<file path="src/rtl/dec2_pkg.sv">
package dec2_pkg;

    // Sequencer activity
    typedef enum logic {
        SEQ_IDLE = 1'b0,
        SEQ_RUN  = 1'b1
    } seq_state_t;

    // Per-cycle control word travelling alongside the MAC operands
    typedef struct packed {
        logic valid;   // a tap pair is issued this cycle
        logic first;   // first pair of a convolution: accumulator restarts
        logic last;    // final pair: result is produced after it
        logic mid;     // centre tap of an odd-length filter: no partner sample
    } mac_ctl_t;

    // Number of distinct coefficients (and MAC cycles) for a symmetric filter
    function automatic int half_taps(input int ntaps);
        return (ntaps + 1) / 2;
    endfunction

    // History must hold NTAPS samples plus every sample that can land during one run
    function automatic int ring_addr_bits(input int ntaps);
        return $clog2(ntaps + half_taps(ntaps));
    endfunction

endpackage

</file>
<file path="src/rtl/dec2_sample_ring.sv">
module dec2_sample_ring #(
    parameter int DW  = 16,
    parameter int RAW = 5
) (
    input  logic           clk,
    input  logic           rst,
    input  logic           wr_en,
    input  logic [DW-1:0]  wr_data,
    output logic [RAW-1:0] wr_ptr,
    input  logic [RAW-1:0] rd_addr_a,
    input  logic [RAW-1:0] rd_addr_b,
    output logic [DW-1:0]  rd_data_a,
    output logic [DW-1:0]  rd_data_b
);
    localparam int DEPTH = 1 << RAW;

    logic [DW-1:0] mem [DEPTH];

    // Every strobed sample is stored, regardless of sequencer activity
    always_ff @(posedge clk) begin
        if (rst) begin
            for (int i = 0; i < DEPTH; i++) mem[i] <= '0;
            wr_ptr <= '0;
        end else if (wr_en) begin
            mem[wr_ptr] <= wr_data;
            wr_ptr      <= wr_ptr + 1'b1;
        end
    end

    assign rd_data_a = mem[rd_addr_a];
    assign rd_data_b = mem[rd_addr_b];

    // pointer advances exactly once per accepted sample and holds otherwise
    assert_wr_step_R10: assert property (@(posedge clk) disable iff (rst)
        wr_en |=> (wr_ptr == RAW'($past(wr_ptr) + 1'b1)));
    assert_wr_hold_R10: assert property (@(posedge clk) disable iff (rst)
        !wr_en |=> $stable(wr_ptr));

endmodule

</file>
<file path="src/rtl/dec2_mac_seq.sv">
module dec2_mac_seq
    import dec2_pkg::*;
#(
    parameter int NTAPS = 21,
    parameter int NH    = 11,
    parameter int RAW   = 5,
    parameter int KW    = 4
) (
    input  logic           clk,
    input  logic           rst,
    input  logic           start_req,
    input  logic [RAW-1:0] wr_ptr,
    output logic [RAW-1:0] rd_addr_a,
    output logic [RAW-1:0] rd_addr_b,
    output logic [KW-1:0]  tap_idx,
    output mac_ctl_t       ctl
);
    localparam logic [KW-1:0]  K_LAST = KW'(NH - 1);
    localparam logic [RAW-1:0] SPAN   = RAW'(NTAPS - 1);
    localparam bit             ODD    = (NTAPS % 2) == 1;

    seq_state_t     state;
    logic [KW-1:0]  k;
    logic [RAW-1:0] base;   // ring slot of the newest sample of this convolution
    logic           accept;

    // A request is taken when idle, or on the last pair of the running convolution
    assign accept = start_req && ((state == SEQ_IDLE) || (k == K_LAST));

    always_ff @(posedge clk) begin
        if (rst) begin
            state <= SEQ_IDLE;
            k     <= '0;
            base  <= '0;
        end else if (accept) begin
            state <= SEQ_RUN;
            k     <= '0;
            base  <= wr_ptr;   // slot being written by the requesting sample
        end else if (state == SEQ_RUN) begin
            if (k == K_LAST) begin
                state <= SEQ_IDLE;
                k     <= '0;
            end else begin
                k <= k + 1'b1;
            end
        end
    end

    // Mirrored pair: newest-k and oldest+k of the window
    assign rd_addr_a = base - RAW'(k);
    assign rd_addr_b = base - SPAN + RAW'(k);
    assign tap_idx   = k;

    always_comb begin
        ctl.valid = (state == SEQ_RUN);
        ctl.first = (k == '0);
        ctl.last  = (k == K_LAST);
        ctl.mid   = ODD && (k == K_LAST);
    end

    // an accepted request always restarts at the first pair
    assert_accept_load_R8: assert property (@(posedge clk) disable iff (rst)
        accept |=> (state == SEQ_RUN) && (k == '0));
    // an early request does not disturb the running walk
    assert_busy_drop_R9: assert property (@(posedge clk) disable iff (rst)
        (start_req && (state == SEQ_RUN) && (k != K_LAST)) |=> (k == KW'($past(k) + 1'b1)));

endmodule

</file>
<file path="src/rtl/dec2_mac_datapath.sv">
module dec2_mac_datapath
    import dec2_pkg::*;
#(
    parameter int DW    = 16,
    parameter int CW    = 16,
    parameter int OW    = 16,
    parameter int NH    = 11,
    parameter int KW    = 4,
    parameter int SHIFT = 15,
    parameter bit ODD   = 1'b1
) (
    input  logic             clk,
    input  logic             rst,
    input  mac_ctl_t         ctl,
    input  logic [KW-1:0]    tap_idx,
    input  logic [DW-1:0]    xa,
    input  logic [DW-1:0]    xb,
    input  logic [NH*CW-1:0] coef_flat,
    output logic             out_valid,
    output logic [OW-1:0]    out_data
);
    localparam int SW   = DW + 1;
    localparam int PW   = SW + CW;
    localparam int ACCW = PW + $clog2(NH);
    localparam logic signed [ACCW:0] RND_ONE = (ACCW+1)'(1) <<< (SHIFT - 1);
    localparam logic signed [ACCW:0] OMAX    = (ACCW+1)'((64'sd1 <<< (OW - 1)) - 64'sd1);
    localparam logic signed [ACCW:0] OMIN    = ~OMAX;

    logic signed [SW-1:0]   xsum;
    logic signed [CW-1:0]   coef;
    logic signed [PW-1:0]   prod, prod_q;
    mac_ctl_t               pctl;
    logic signed [ACCW-1:0] acc, acc_next;
    logic signed [ACCW:0]   rnd, shifted;
    logic [OW-1:0]          sat_val;

    // Pre-adder: the centre tap of an odd filter has no partner
    generate
        if (ODD) begin : g_odd
            always_comb xsum = ctl.mid ? SW'($signed(xa))
                                       : SW'($signed(xa)) + SW'($signed(xb));
        end else begin : g_even
            always_comb xsum = SW'($signed(xa)) + SW'($signed(xb));
        end
    endgenerate

    assign coef = coef_flat[int'(tap_idx)*CW +: CW];
    assign prod = PW'(xsum) * PW'(coef);

    // Stage 1: product register
    always_ff @(posedge clk) begin
        if (rst) begin
            prod_q <= '0;
            pctl   <= '0;
        end else begin
            prod_q <= prod;
            pctl   <= ctl;
        end
    end

    // Stage 2: accumulate, round, saturate
    always_comb begin
        acc_next = pctl.first ? ACCW'(prod_q) : acc + ACCW'(prod_q);
        rnd      = (ACCW+1)'(acc_next) + RND_ONE;
        shifted  = rnd >>> SHIFT;
        if (shifted > OMAX)      sat_val = OMAX[OW-1:0];
        else if (shifted < OMIN) sat_val = OMIN[OW-1:0];
        else                     sat_val = shifted[OW-1:0];
    end

    always_ff @(posedge clk) begin
        if (rst) begin
            acc       <= '0;
            out_valid <= 1'b0;
            out_data  <= '0;
        end else begin
            out_valid <= pctl.valid && pctl.last;
            if (pctl.valid) acc <= acc_next;
            if (pctl.valid && pctl.last) out_data <= sat_val;
        end
    end

    // the final pair is followed by exactly one result strobe
    assert_last_to_out_R4: assert property (@(posedge clk) disable iff (rst)
        (pctl.valid && pctl.last) |=> out_valid);
    assert_out_single_R4: assert property (@(posedge clk) disable iff (rst)
        out_valid |=> !out_valid);

endmodule

</file>
<file path="src/rtl/dec2_fir_mac.sv">
module dec2_fir_mac
    import dec2_pkg::*;
#(
    parameter  int NTAPS = 21,
    parameter  int DW    = 16,
    parameter  int CW    = 16,
    parameter  int OW    = 16,
    parameter  int SHIFT = 15,
    localparam int NH    = half_taps(NTAPS)
) (
    input  logic             clk,
    input  logic             rst,
    input  logic             in_valid,
    input  logic [DW-1:0]    in_data,
    input  logic [NH*CW-1:0] coef_flat,
    output logic             out_valid,
    output logic [OW-1:0]    out_data
);
    localparam int RAW = ring_addr_bits(NTAPS);
    localparam int KW  = $clog2(NH);
    localparam bit ODD = (NTAPS % 2) == 1;

    logic           phase;       // high when the next sample completes a pair
    logic           start_req;
    logic [RAW-1:0] wr_ptr, rd_addr_a, rd_addr_b;
    logic [DW-1:0]  xa, xb;
    logic [KW-1:0]  tap_idx;
    mac_ctl_t       ctl;

    always_ff @(posedge clk) begin
        if (rst)           phase <= 1'b0;
        else if (in_valid) phase <= ~phase;
    end

    assign start_req = in_valid && phase;

    dec2_sample_ring #(.DW(DW), .RAW(RAW)) u_ring (
        .clk       (clk),
        .rst       (rst),
        .wr_en     (in_valid),
        .wr_data   (in_data),
        .wr_ptr    (wr_ptr),
        .rd_addr_a (rd_addr_a),
        .rd_addr_b (rd_addr_b),
        .rd_data_a (xa),
        .rd_data_b (xb)
    );

    dec2_mac_seq #(.NTAPS(NTAPS), .NH(NH), .RAW(RAW), .KW(KW)) u_seq (
        .clk       (clk),
        .rst       (rst),
        .start_req (start_req),
        .wr_ptr    (wr_ptr),
        .rd_addr_a (rd_addr_a),
        .rd_addr_b (rd_addr_b),
        .tap_idx   (tap_idx),
        .ctl       (ctl)
    );

    dec2_mac_datapath #(
        .DW(DW), .CW(CW), .OW(OW), .NH(NH), .KW(KW), .SHIFT(SHIFT), .ODD(ODD)
    ) u_dp (
        .clk       (clk),
        .rst       (rst),
        .ctl       (ctl),
        .tap_idx   (tap_idx),
        .xa        (xa),
        .xb        (xb),
        .coef_flat (coef_flat),
        .out_valid (out_valid),
        .out_data  (out_data)
    );

    // each accepted sample flips the pairing phase
    assert_phase_toggle_R2: assert property (@(posedge clk) disable iff (rst)
        in_valid |=> (phase != $past(phase)));
    // no strobe, no phase change
    assert_phase_hold_R10: assert property (@(posedge clk) disable iff (rst)
        !in_valid |=> $stable(phase));

endmodule

</file>
<file path="config.mk">
export PLATFORM = sky130hd
export DESIGN_NAME = dec2_fir_mac
export DESIGN_NICKNAME = d
export VERILOG_FILES = /design/src/rtl/dec2_pkg.sv /design/src/rtl/dec2_sample_ring.sv /design/src/rtl/dec2_mac_seq.sv /design/src/rtl/dec2_mac_datapath.sv /design/src/rtl/dec2_fir_mac.sv
export SDC_FILE = /design/constraint.sdc
export NUM_CORES = 2
export LEC_CHECK = 0
export ABC_CLOCK_PERIOD_IN_PS = 11200
export BUFFER_PORTS_ARGS = -buffer_cell sky130_fd_sc_hd__buf_2
export CAP_MARGIN = 40
export CORE_ASPECT_RATIO = 0.75
export CORE_MARGIN = 5
export CORE_UTILIZATION = 30
export DETAILED_ROUTE_END_ITERATION = 6
export MAX_ROUTING_LAYER = met4
export SYNTH_ARGS = -nofsm -noshare
export SYNTH_HDL_FRONTEND = slang
export SYNTH_HIERARCHICAL = 1
export SYNTH_SLANG_ARGS = --single-unit
export TNS_END_PERCENT = 20
</file>
<file path="constraint.sdc">
create_clock -name clk -period 11.2 [get_ports clk]
set_clock_uncertainty 0.1 [all_clocks]
set_input_delay 1.12 -clock clk [delete_from_list [all_inputs] [get_ports clk]]
set_output_delay 1.12 -clock clk [all_outputs]
set_load 0.03 [all_outputs]
</file>
# Yosys cells after proc, flatten, opt, wreduce, memory -nomap -nowiden

Memory sizes are Yosys's and may differ from the RTL's.
Cells that the tools add are included.

Add/sub/neg operators: 8
Magnitude comparators: 2
Div/mod/pow operators: 0
Bitwise logic cells: 2
Reductions and logical operators: 7
Equal/unequal tests: 1
Shift operators: 1
Muxes and demuxes: 16
$mul: 1

Operator list:

| operator               | number |
|---|---|
| $shiftx 176x9->16      | 1 |
| $mux 16                | 3 |
| $add 37x16->38 const B | 1 |
| $add 37x33->37         | 1 |
| $mux 37                | 1 |
| $mul 17x16->33         | 1 |
| $gt 23x16->1 const B   | 1 |
| $lt 23x16->1 const B   | 1 |
| $add 16x16->17         | 1 |
| $mux 17                | 1 |
| $reduce_or 16->1       | 1 |
| $mux 1                 | 9 |
| $add 5x1->5 const B    | 1 |
| $add 5x4->5            | 1 |
| $mux 5                 | 1 |
| $sub 5x4->5            | 1 |
| $sub 5x5->5 const B    | 1 |
| $add 4x1->4 const B    | 1 |
| $eq 4x4->1 const B     | 1 |
| $logic_not 4->1        | 1 |
| $mux 4                 | 1 |
| $logic_and 1x1->1      | 3 |
| $not 1->1              | 2 |
| $reduce_or 2->1        | 1 |
| $logic_or 1x1->1       | 1 |

Output and inout port bits: 17
Logic and storage cells: 51
Memories kept: 1
ROM bits: 0
Latch bits: 0
Flip-flop bits (word level): 106
Bits of input ports: 195
Memory bits (writable): 512

Memory list:

| memory     | words | width | read ports | clocked after memory_dff | wr ports | RTL line               | source |
|---|---|---|---|---|---|---|---|
| u_ring.mem | 32    | 16    | 2          | 0                        | 32       | dec2_sample_ring.sv:17 | `logic [DW-1:0] mem [DEPTH];` |

# Logic depth before layout (Yosys ltp)

Depth after elaboration: 6
Mapped depth: 53
Depth with buffers taken out: 50

# By module

Netlist, hierarchy kept.

By module, submodules not included:

| module            | area each (um2) | instances | cells each | seq. area each (um2) |
|---|---|---|---|---|
| dec2_sample_ring  | 29168.0         | 1         | 2352       | 15474.8 |
| dec2_mac_datapath | 18712.9         | 1         | 2195       | 1801.7 |
| dec2_mac_seq      | 847.1           | 1         | 91         | 200.2 |
| dec2_fir_mac      | 40.0            | 1         | 4          | 20.0 |

# Worst setup path before layout

Ideal clock, no wire load.

Kind: register to register
Start point: register u_seq.k[1] (netlist: u_seq/tap_idx[1])
End point: register u_dp.prod_q[32]
Arrival: 10.823 ns
Stages on the path, launching flop included: 49
Clock period less this slack: 11.051 ns
Library setup time: 0.128 ns
Path buffers: 3
Setup slack: 0.149 ns
Required time: 10.972 ns
Cell sequence: dfxtp_1 -> inv_1 -> ha_1 -> inv_1 -> ha_1 -> fa_1 -> and2_1 -> buf_2 -> clkbuf_1 -> a21oi_1 -> a31oi_1 -> nand3_1 -> ha_1 -> fa_1 -> a21o_1 -> a21oi_1 -> o21bai_1 -> a21oi_1 -> (+13 left out) -> fa_1 -> fa_1 -> fa_1 -> inv_1 -> fa_1 -> inv_1 -> ha_1 -> a21o_1 -> a21o_1 -> a221oi_1 -> o21a_1 -> a311oi_1 -> o31a_1 -> a21oi_1 -> o21bai_1 -> a21oi_1 -> xnor2_1 -> nor2_1

Longest elaborated chain between the ends: 5
Elaborated cells between the ends (all ways): 8
Those cells by class: add/sub: 3; mul: 1; eq/ne: 1; shift: 1; mux: 1; memory: 1

Ends and longest elaborated chain:

| element                  | RTL line                | source |
|---|---|---|
| start: declaration       | dec2_mac_seq.sv:23      | `logic [KW-1:0] k;` |
| start signal: assignment | dec2_mac_seq.sv:44      | `k <= k + 1'b1;` |
| $add 5x4->5              | dec2_mac_seq.sv:51      | `assign rd_addr_b = base - SPAN + RAW'(k);` |
| net rd_addr_b[2]         | dec2_fir_mac.sv:25      | `logic [RAW-1:0] wr_ptr, rd_addr_a, rd_addr_b;` |
| $mem_v2 32x16            | -                       |  |
| net xb[0]                | dec2_fir_mac.sv:26      | `logic [DW-1:0] xa, xb;` |
| $add 16x16->17           | dec2_mac_datapath.sv:41 | `: SW'($signed(xa)) + SW'($signed(xb));` |
| $mux 17                  | dec2_mac_datapath.sv:40 | `always_comb xsum = ctl.mid ? SW'($signed(xa))` |
| $mul 17x16->33           | dec2_mac_datapath.sv:48 | `assign prod = PW'(xsum) * PW'(coef);` |
| end signal: assignment   | dec2_mac_datapath.sv:56 | `prod_q <= prod;` |
| end: declaration         | dec2_mac_datapath.sv:31 | `logic signed [PW-1:0] prod, prod_q;` |

The timed path passes the listed nets, and every way through them passes these cells.
A chain may end at the register's enable or synchronous reset.

# Worst setup path after layout

Start point: register u_seq.base[0]
End point: register u_dp.prod_q[32]

Elaborated cells between the ends (all ways): 7
Those cells by class: add/sub: 4; mul: 1; mux: 1; memory: 1

RTL lines:

| element                  | RTL line                | source |
|---|---|---|
| start: declaration       | dec2_mac_seq.sv:24      | `logic [RAW-1:0] base;` |
| start signal: assignment | dec2_mac_seq.sv:38      | `base <= wr_ptr;` |
| $sub 5x4->5 (*)          | dec2_mac_seq.sv:50      | `assign rd_addr_a = base - RAW'(k);` |
| net rd_addr_a[1]         | dec2_fir_mac.sv:25      |  |
| $mem_v2 32x16 (*)        | -                       |  |
| net xa[0]                | dec2_fir_mac.sv:26      |  |
| $add 16x16->17           | dec2_mac_datapath.sv:41 |  |
| $mux 17 (*)              | dec2_mac_datapath.sv:40 |  |
| $mul 17x16->33 (*)       | dec2_mac_datapath.sv:48 |  |

The timed path passes the listed nets; every way through them passes the cells marked *.

==> summary.txt <==
TIMING
----------------------------------------------------------------------------------
Final-layout setup total negative slack                                       0 ps
Transition at the pin with the smallest max-transition slack               1050 ps
Worst hold margin                                                           368 ps
Fmax                                                                      91.6 MHz
Relative slew margins                                                        29.3%
Number of max-slew violations in the final report                                0
Share of the clock period used by the worst path after layout                97.5%
Setup-failing EPs final                                                          0
Endpoints failing hold                                                           0
Final critical delay including setup and external delays                  10920 ps

SETUP PATH
----------------------------------------------------------------------------------
Type of the worst setup path                                          flop to flop
Data arrival time of the critical path                                    11330 ps
Type of element capturing the critical path                                   flop
Biggest cell delay along the critical path                                  880 ps
Largest fanout on the critical path                                              6
Crit-path slowest cell                                                sky130_fd_sc_hd__fa_4
Required time of the critical path                                        11620 ps
Type of element launching the critical path                                   flop
Buf+Inv Stages, Crit Path                                                       10
Critical Path Most Common Cell                                        sky130_fd_sc_hd__fa_1
Family with the most delay on the worst path                           adder cells

SYNTH
----------------------------------------------------------------------------------
Synth area leaders                                                    sky130_fd_sc_hd__edfxtp_1, sky130_fd_sc_hd__mux2i_1, sky130_fd_sc_hd__fa_1, sky130_fd_sc_hd__and2_1, sky130_fd_sc_hd__dfxtp_1
Nets in the synthesized netlist                                               5268
Commonest cells in the netlist                                        sky130_fd_sc_hd__mux2i_1, sky130_fd_sc_hd__and2_1, sky130_fd_sc_hd__edfxtp_1, sky130_fd_sc_hd__inv_1, sky130_fd_sc_hd__nor2_1
Most used flip-flop cell after synthesis                              sky130_fd_sc_hd__edfxtp_1
Fraction of registers with async set/reset                                      0%
Library cells used by synthesis                                                112
Number of enable-type register cells in the synthesized netlist                512
Most instantiated library cell after synthesis                        sky130_fd_sc_hd__mux2i_1
Area share of the largest cell type after synthesis                          31.5%
Mapped Area                                                            0.0488 mm^2
Post-synth top area cell                                              sky130_fd_sc_hd__edfxtp_1
Number of synthesis warnings                                                     6
Synthesized instance count                                                    4642
Post-synthesis area per instance                                         10.5 um^2
Yosys reg bits                                                                 618
Sequential area share after synthesis                                        35.9%

PLACE
----------------------------------------------------------------------------------
Global placer's final weighted congestion                                    0.998
Count of buffers inserted at the top-level ports                               211
Placed cell areas                                                      0.0527 mm^2
Post-detail-place hpwl                                                   120000 um

CLOCK NETWORK
----------------------------------------------------------------------------------
CTS Root Buffer Type                                                  sky130_fd_sc_hd__clkbuf_16
Hold buffer count at cts                                                         0
Max H-tree Level                                                                 3
CTS buffer count                                                                71
Clock Latency Late Sink                                                     700 ps
Total clock sinks                                                              618
Longest Clk Path Bufs                                                            3
CTS tree                                                                     built
Clock-pin slew on the worst setup and hold paths                             60 ps

GLOBAL ROUTING
----------------------------------------------------------------------------------
Wire length of the first global-routing pass                             239000 um
GRT Resource Usage Total                                                     19.1%
Remaining global-route overflow                                                  0
Largest net degree at the start of global routing                               72
Vias in the first global route                                               36394
Antenna violations before repair                                                12

FLOORPLAN
----------------------------------------------------------------------------------
Number of top-level design ports                                               212
Die height                                                                  359 um
Core Area                                                               0.162 mm^2
Effective utilization at floorplan                                           30.1%
Width of the die                                                            476 um
Die ar.                                                                 0.171 mm^2
Count of standard-cell rows                                                    128

WORST HOLD PATH
----------------------------------------------------------------------------------
Path class of the lowest-slack min-delay path                         flop to flop

DRT
----------------------------------------------------------------------------------
Via total after detailed routing                                             36892
Wirelength per Cell                                                        23.3 um
Initial DRC count                                                             3535
TritonRoute pass-1 iters                                                         5
Remaining number of nets flagged by the antenna check after routing              0
Sum of routed wire length over all layers                                165000 um
Drc violations                                                                   0
Vias per cell                                                                 5.22

FINAL LAYOUT
----------------------------------------------------------------------------------
Total Nets Final                                                              5496
Growth of design area from synthesis to finish                               15.0%
Fill cell total of the finished layout                                       16189
Post-layout instance area                                              0.0561 mm^2
Ratio of cells with drive above 1 in the final layout                        17.7%

JOB
----------------------------------------------------------------------------------
Max_cap viols                                                                    0

STATUS
----------------------------------------------------------------------------------
Status                                                                complete, no violations

## kinds of logic (layout without fill, tap and decap cells)
family	after synthesis	in the layout	share of synthesized area (%)
fa+ha+maj	432	432	15.4
simple gates	1515	1515	17.2
mux	606	606	13.3
buf+inv	679	962	6.62
compound gates	702	702	10.0
other cells	0	4	0
xor+xnor	90	90	1.62
flops	618	618	35.9
## metrics by stage
step	setup WS [ps]	instances	util, %
2_1_floorplan	149	4642	-
3_3_place_gp	70.7	6895	32.5
3_5_place_dp	-48.3	6904	32.6
4_1_cts	10.2	7034	34.0
5_1_grt	-169	7073	34.6
6_report	284	7074	34.6
## layout by cell type, fill, tap and decap left out, types with 62 or more instances in the layout
master                      count
sky130_fd_sc_hd__a21oi_1      162
sky130_fd_sc_hd__a22o_1        62
sky130_fd_sc_hd__a22oi_1      129
sky130_fd_sc_hd__and2_1       519
sky130_fd_sc_hd__buf_2        211
sky130_fd_sc_hd__buf_4        211
sky130_fd_sc_hd__clkbuf_16     76
sky130_fd_sc_hd__dfxtp_1      101
sky130_fd_sc_hd__edfxtp_1     512
sky130_fd_sc_hd__fa_1         274
sky130_fd_sc_hd__ha_1         139
sky130_fd_sc_hd__inv_1        352
sky130_fd_sc_hd__mux2i_1      557
sky130_fd_sc_hd__nand2_1      249
sky130_fd_sc_hd__nand3_1       78
sky130_fd_sc_hd__nor2_1       287
## registers in the layout (all words and copies together), names as in the netlist, 3 cells and up
register	cells
u_ring/mem	512
u_dp/acc	37
u_dp/prod_q	33
u_dp/out_data	16
u_ring/wr_ptr	5
u_seq/base	5
u_seq/tap_idx	4
u_dp/pctl	3
## tightest hold or removal path, delay by kind of cell (launching register included)
kind | cells | cell delay, ps
DFF | 1 | 330
AOI/OAI and AO/OA | 1 | 60
and+or+nand+nor | 1 | 50
## path summary, 6_finish.rpt
check / depth (start not counted) / slack (ps) / startpoint / endpoint
setup / recovery: 49 / 280 / u_seq/base[0]$_SDFFE_PP0P_ / u_dp/prod_q[32]$_SDFF_PP0_
hold / removal: 2 / 370 / u_dp/out_data[0]$_SDFFE_PP0P_ / u_dp/out_data[0]$_SDFFE_PP0P_
setup reg to reg: 49 / 280 / u_seq/base[0]$_SDFFE_PP0P_ / u_dp/prod_q[32]$_SDFF_PP0_
hold reg to reg: 2 / 370 / u_dp/out_data[0]$_SDFFE_PP0P_ / u_dp/out_data[0]$_SDFFE_PP0P_
## what timing repair did
item,4_1_cts,5_1_grt
resized for setup,4,129
gates cloned,0,5
pin swaps,0,73
setup endpoints to repair,3,14
setup buffers,2,30
## metal layers
| layer | global-route usage [%] | share of wire, % | wire length [um] | vias to the layer above |
|---|---|---|---|---|
| met5 | - | 0 | 0 | - |
| met4 | 5.66 | 2.8 | 4670 | 0 |
| met3 | 4.42 | 8.8 | 14500 | 224 |
| met2 | 26.5 | 41 | 68000 | 1559 |
| met1 | 27.7 | 47 | 77300 | 18419 |
| li1 | - | - | - | 16690 |
## layout make-up
type                       instances  area (um^2)  share of cell area (%)
timing repair buffer             473         3550                    6.33
multi-input combinational       3345        28700                    51.1
antenna                            4         10.0                  0.0178
tap                             2145         2680                    4.78
clock inverter                    43          490                   0.874
sequential                       618        17500                    31.2
clock buffer                      85         1830                    3.26
inverter                         361         1360                    2.42
Power is not shown: default switching activity piles up to over one toggle a cycle in this logic, so the estimate is an artifact.
